==> src/rtl/srs_pkg.sv <==
// Package: shared widths for the sticky right shifter.
// Assumes the data width is a power of two and split into two equal halves.
package srs_pkg;
    localparam int unsigned SRS_DATA_W = 128;
    localparam int unsigned SRS_HALF_W = SRS_DATA_W / 2;
    localparam int unsigned SRS_CNT_W  = 8;
endpackage

==> src/rtl/srs_stage.sv <==
// Module: srs_stage
// One fixed-distance stage of the log shifter. When enabled it shifts the
// value right by AMT and reports whether any bit fell off the low end.
// Assumes 1 <= AMT < W.
module srs_stage #(
    parameter int unsigned W   = 128,
    parameter int unsigned AMT = 1
) (
    input  logic [W-1:0] d,
    input  logic         en,
    output logic [W-1:0] q,
    output logic         drop
);
    // Select shifted or passed-through value and flag any lost ones.
    always_comb begin
        q    = en ? (d >> AMT) : d;
        drop = en & (|d[AMT-1:0]);
    end
endmodule

==> src/rtl/srs_saturate.sv <==
// Module: srs_saturate
// Detects counts at or beyond the word width and builds the collapsed
// result: a single sticky bit telling whether any input bit was set.
// Assumes CNT_W may be larger than, equal to, or smaller than IDX_W.
module srs_saturate #(
    parameter int unsigned W     = 128,
    parameter int unsigned CNT_W = 8
) (
    input  logic [W-1:0]     d,
    input  logic [CNT_W-1:0] cnt,
    output logic             sat,
    output logic [W-1:0]     q
);
    localparam int unsigned IDX_W = $clog2(W);

    generate
        if (CNT_W > IDX_W) begin : g_wide_cnt
            // Any count bit at or above log2(W) means count >= W.
            always_comb sat = |cnt[CNT_W-1:IDX_W];
        end else begin : g_narrow_cnt
            // A count this narrow can never reach the word width.
            always_comb sat = 1'b0;
        end
    endgenerate

    // Collapse the whole word into bit 0.
    always_comb q = {{(W-1){1'b0}}, |d};
endmodule

==> src/rtl/srs_sticky_rshift.sv <==
// Module: srs_sticky_rshift (top)
// Combinational logical right shift of a two-half significand. Bits shifted
// out past bit 0 are ORed into bit 0 of the result (sticky). A log shifter
// covers counts below the width; counts at or above it are saturated.
// Assumes no clock; the output settles from the present inputs.
module srs_sticky_rshift
    import srs_pkg::*;
(
    input  logic [SRS_HALF_W-1:0] in_hi,
    input  logic [SRS_HALF_W-1:0] in_lo,
    input  logic [SRS_CNT_W-1:0]  shamt,
    output logic [SRS_HALF_W-1:0] out_hi,
    output logic [SRS_HALF_W-1:0] out_lo
);
    localparam int unsigned W      = SRS_DATA_W;
    localparam int unsigned STAGES = $clog2(W);
    localparam int unsigned LOW_CNT_W = (SRS_CNT_W < STAGES) ? SRS_CNT_W : STAGES;

    logic [W-1:0]      word_in;
    logic [W-1:0]      chain [STAGES+1];
    logic [STAGES-1:0] drops;
    logic [STAGES-1:0] stage_en;
    logic [W-1:0]      sat_word;
    logic              sat;
    logic [W-1:0]      result;

    // Join the two halves into one working word.
    always_comb word_in = {in_hi, in_lo};

    // Stage enables come from the low count bits; missing bits stay off.
    always_comb begin
        stage_en = '0;
        stage_en[LOW_CNT_W-1:0] = shamt[LOW_CNT_W-1:0];
    end

    // Head of the shift chain.
    always_comb chain[0] = word_in;

    generate
        for (genvar k = 0; k < STAGES; k++) begin : g_stage
            srs_stage #(
                .W   (W),
                .AMT (1 << k)
            ) u_stage (
                .d    (chain[k]),
                .en   (stage_en[k]),
                .q    (chain[k+1]),
                .drop (drops[k])
            );
        end
    endgenerate

    srs_saturate #(
        .W     (W),
        .CNT_W (SRS_CNT_W)
    ) u_sat (
        .d   (word_in),
        .cnt (shamt),
        .sat (sat),
        .q   (sat_word)
    );

    // Pick saturated word or shifted word with sticky folded into bit 0.
    always_comb begin
        if (sat) result = sat_word;
        else     result = chain[STAGES] | {{(W-1){1'b0}}, |drops};
    end

    // Split the result back into halves.
    always_comb begin
        out_hi = result[W-1:SRS_HALF_W];
        out_lo = result[SRS_HALF_W-1:0];
    end

    // Port-level checks on the settled result.
    always_comb begin
        if (shamt == '0)
            p_pass_r1: assert ({out_hi, out_lo} == word_in)
                else $error("count 0 altered value");
        if (shamt >= SRS_CNT_W'(SRS_HALF_W))
            p_hi_clear_r3: assert (out_hi == '0)
                else $error("high half not cleared");
        if (shamt >= SRS_CNT_W'(W - 1) && shamt != SRS_CNT_W'(W - 1))
            p_sat_single_r5: assert (out_hi == '0 && out_lo[SRS_HALF_W-1:1] == '0
                                     && out_lo[0] == (|word_in))
                else $error("saturated result malformed");
        if (word_in == '0)
            p_zero_in_r7: assert ({out_hi, out_lo} == '0)
                else $error("zero input gave nonzero output");
        if (word_in != '0)
            p_nonzero_r7: assert ({out_hi, out_lo} != '0)
                else $error("nonzero input lost entirely");
        if (shamt < SRS_CNT_W'(W) && word_in[shamt[STAGES-1:0]])
            p_or_keep_r6: assert (out_lo[0])
                else $error("shifted bit 0 replaced");
    end
endmodule

==> config.mk <==
export PLATFORM = sky130hd
export DESIGN_NAME = srs_sticky_rshift
export DESIGN_NICKNAME = d
export VERILOG_FILES = /design/src/rtl/srs_pkg.sv /design/src/rtl/srs_stage.sv /design/src/rtl/srs_saturate.sv /design/src/rtl/srs_sticky_rshift.sv
export SDC_FILE = /design/constraint.sdc
export NUM_CORES = 1
export LEC_CHECK = 0
export BUFFER_PORTS_ARGS = -buffer_cell sky130_fd_sc_hd__buf_4
export CAP_MARGIN = 15
export CORE_ASPECT_RATIO = 2
export CORE_UTILIZATION = 55
export DETAILED_ROUTE_END_ITERATION = 12
export GPL_TIMING_DRIVEN = 0
export MAX_ROUTING_LAYER = met4
export PLACE_DENSITY_LB_ADDON = 0.15
export SETUP_SLACK_MARGIN = 0.4
export SYNTH_ARGS = -nofsm -noshare
export SYNTH_HDL_FRONTEND = slang
export SYNTH_HIERARCHICAL = 1
export SYNTH_SLANG_ARGS = --single-unit
==> constraint.sdc <==
create_clock -name vclk -period 6.45
set_input_delay 0.645 -clock vclk [all_inputs]
set_output_delay 0.645 -clock vclk [all_outputs]
set_load 0.02 [all_outputs]
==> results.toml <==
[status]
run_status = "finished clean"

[worst_setup_path]
crit_chain = "buf_6 -> buf_6 -> mux2_2 -> mux2_2 -> mux2_2 -> mux2_2 -> mux2_2 -> mux2_2 -> nor4_1 -> nand4_1 -> o41a_1 -> nor4_1 -> a31oi_1 -> buf_4"
crit_required_ns = 5.80
crit_fanout = 10
startpoint_type = "input port"
cp.arrival_ns = 5.52
crit_type = "in2out"
slowest_stage = "nor4_1"
timing.critical_path.mode_cell = "mux2_2"
cpPeakStageDelay_ns = 1.04
critPathCaptureType = "primary output"

[yosys]
postSynthAreaPerCell_um2 = 10.01
yosysMostFrequentCell = "mux2_2"
synth_compound_area_share_pct = 0.4423
ys_warn_count = 6
ys_top_cells_by_area = "mux2_2 (74%), buf_4 (7.2%), buf_6 (6.1%), nor2b_1 (5.8%), nor4_1 (2.8%)"
synth-xor-area-share_pct = 0
yosysUniqueCellTypes = 20
synth_commonest_cells = "mux2_2 (896), buf_4 (130), nor2b_1 (125), buf_6 (73), nor4_1 (61)"
synth-adder-area-share_pct = 0
ys_seq_area_share_pct = 0
synth_top_family_by_area = "multiplexers"
synth_top_area_cell = "mux2_2"
synth.top_cell.area_share_pct = 74.31
muxShareOfSynthArea_pct = 74.31
yosys.area_share.simple_pct = 9.915
netlist_instances = 1356
syn-cell-area_mm2 = 0.01358

[clock_tree]
cts_resized = 0
ctsHoldBuffers = 0
postCtsSetupBuffers = 0

[floorplan]
io_pins = 264
die_area_mm2 = 0.02536
start_util_pct = 55.82
die_h_um = 224.2
die_w_um = 113.1
fp.coreArea_mm2 = 0.02432
rows = 81

[worst_hold_path]
min_from = "in_lo[0]"
whs_endpoint = "out_lo[0]"
hp-class = "in2out"
whs_path_depth = 5

[routing]
firstDrtPassIters = 5
wirelength_um = 49620
final_antenna_net_count = 0
drtIter0Drc = 387
drc = 0
vias = 11617
vias_per_cell = 5.728
post_drt_wl_per_cell_um = 24.47

[grt]
antenna_found_initial = 0
grt_max_degree = 11
grt_overflow = 0
grt_pass1_vias = 12414
grt_usage_pct = 39.19
grt_first_pass_wirelength_um = 72540

[power_and_ir_drop]
power_leakage_nw = 6.951
ir_drop_uv = 77.90
power_density_mw_per_mm2 = 117.3

[timing]
period_minus_slack_ns = 6.163
tightest_slew_ns = 1.265
relSlewSlack_pct = 14.86
slew_violations = 0
setup_violations = 0
timing.fmax_ghz = 0.1623
finalSetupTns_ns = 0
finalHoldViolCount = 0
rsz0062_at_grt = "false"
fin_ws_ns = 0.2875
period_share_pct = 95.54

[run]
cap_viol_max_count = 0

[cells_and_area]
stdcell_area_mm2 = 0.01634
multiInputGateArea_mm2 = 0.01197
area_growth_pct = 20.31
fill_cells = 2067
nClkBuffers = 0
seq_area_um2 = 0
drive_above_1_share_pct = 79.98
final_nets = 1876
n_antenna_cell = 0
seq_cell_count = 0

[place]
place_area_mm2 = 0.01634
hpwl_um = 44080
io_buffers = 256
place_ws_ns = 0.5634
globalplace.congestion = 1.066
[kinds of logic (layout without fill, tap and decap cells)]
logic type | count (synthesis) | in the layout
mux | 896 | 896
other cells | 1 | 127
compound gates | 7 | 7
buf+inv | 242 | 498
simple gates | 210 | 210
[power by group]
part           internal (mW)  switching (mW)  leakage (nW)  total [mW]
sequential                 0               0             0           0
combinational          0.967           0.950          6.95        1.92
clock                      0               0             0           0
[worst max path at each step]
stage	startpoint	end	slack, ns
finish	shamt[0]	out_lo[0]	0.29
global route	shamt[0]	out_lo[0]	0.50
CTS	shamt[0]	out_lo[0]	0.55
detailed placement	shamt[0]	out_lo[0]	0.56
global placement	shamt[0]	out_lo[0]	0.60
floorplan	shamt[0]	out_lo[0]	2.00
[per-layer routing]
metal	vias to the layer above	GRT usage, %	routed length (um)
li1	5588	-	-
met1	5379	32.66	15780
met2	437	73.01	26040
met3	213	5.871	2331
met4	0	35.87	5474
met5	-	-	0
[critical path: cells and delay by family]
kind / cells / cell delay [ns]
AND/OR/NAND/NOR: 3 / 1.89
buffers and inverters: 3 / 0.54
multiplexers: 6 / 1.87
AO/OA/AOI/OAI: 2 / 0.55
[area by class of cell]
class | count | area share [%]
inverters | 2 | 0.04596
well taps | 290 | 2.221
repair buffers | 256 | 11.76
plain buffers | 240 | 12.68
multi-input cells | 1240 | 73.29
[stage by stage]
| stage | power (mW) | utilization [%] | cells | hold WS [ns] |
|---|---|---|---|---|
| 3_3_place_gp | 1.857 | 67.16 | 2028 | 1.874 |
| 5_1_grt | 2.007 | 67.16 | 2028 | 1.930 |
| 4_1_cts | 1.876 | 67.16 | 2028 | 1.869 |
| 6_report | 1.916 | 67.16 | 2028 | 1.874 |
| 3_5_place_dp | 1.872 | 67.16 | 2028 | 1.866 |
| 2_1_floorplan | 1.251 | - | 1482 | 1.823 |
[cells in the final DEF (no fill, tap or decap), drive strengths merged]
cell,n
nand2,1
nor2b,125
o41a,2
a21boi,1
a41oi,1
nor4,66
o21a,2
inv,2
and2b,3
clkbuf,18
conb,127
mux2,896
and2,1
buf,478
nand4,14
a31oi,1
(Power assumes the default switching activity.)
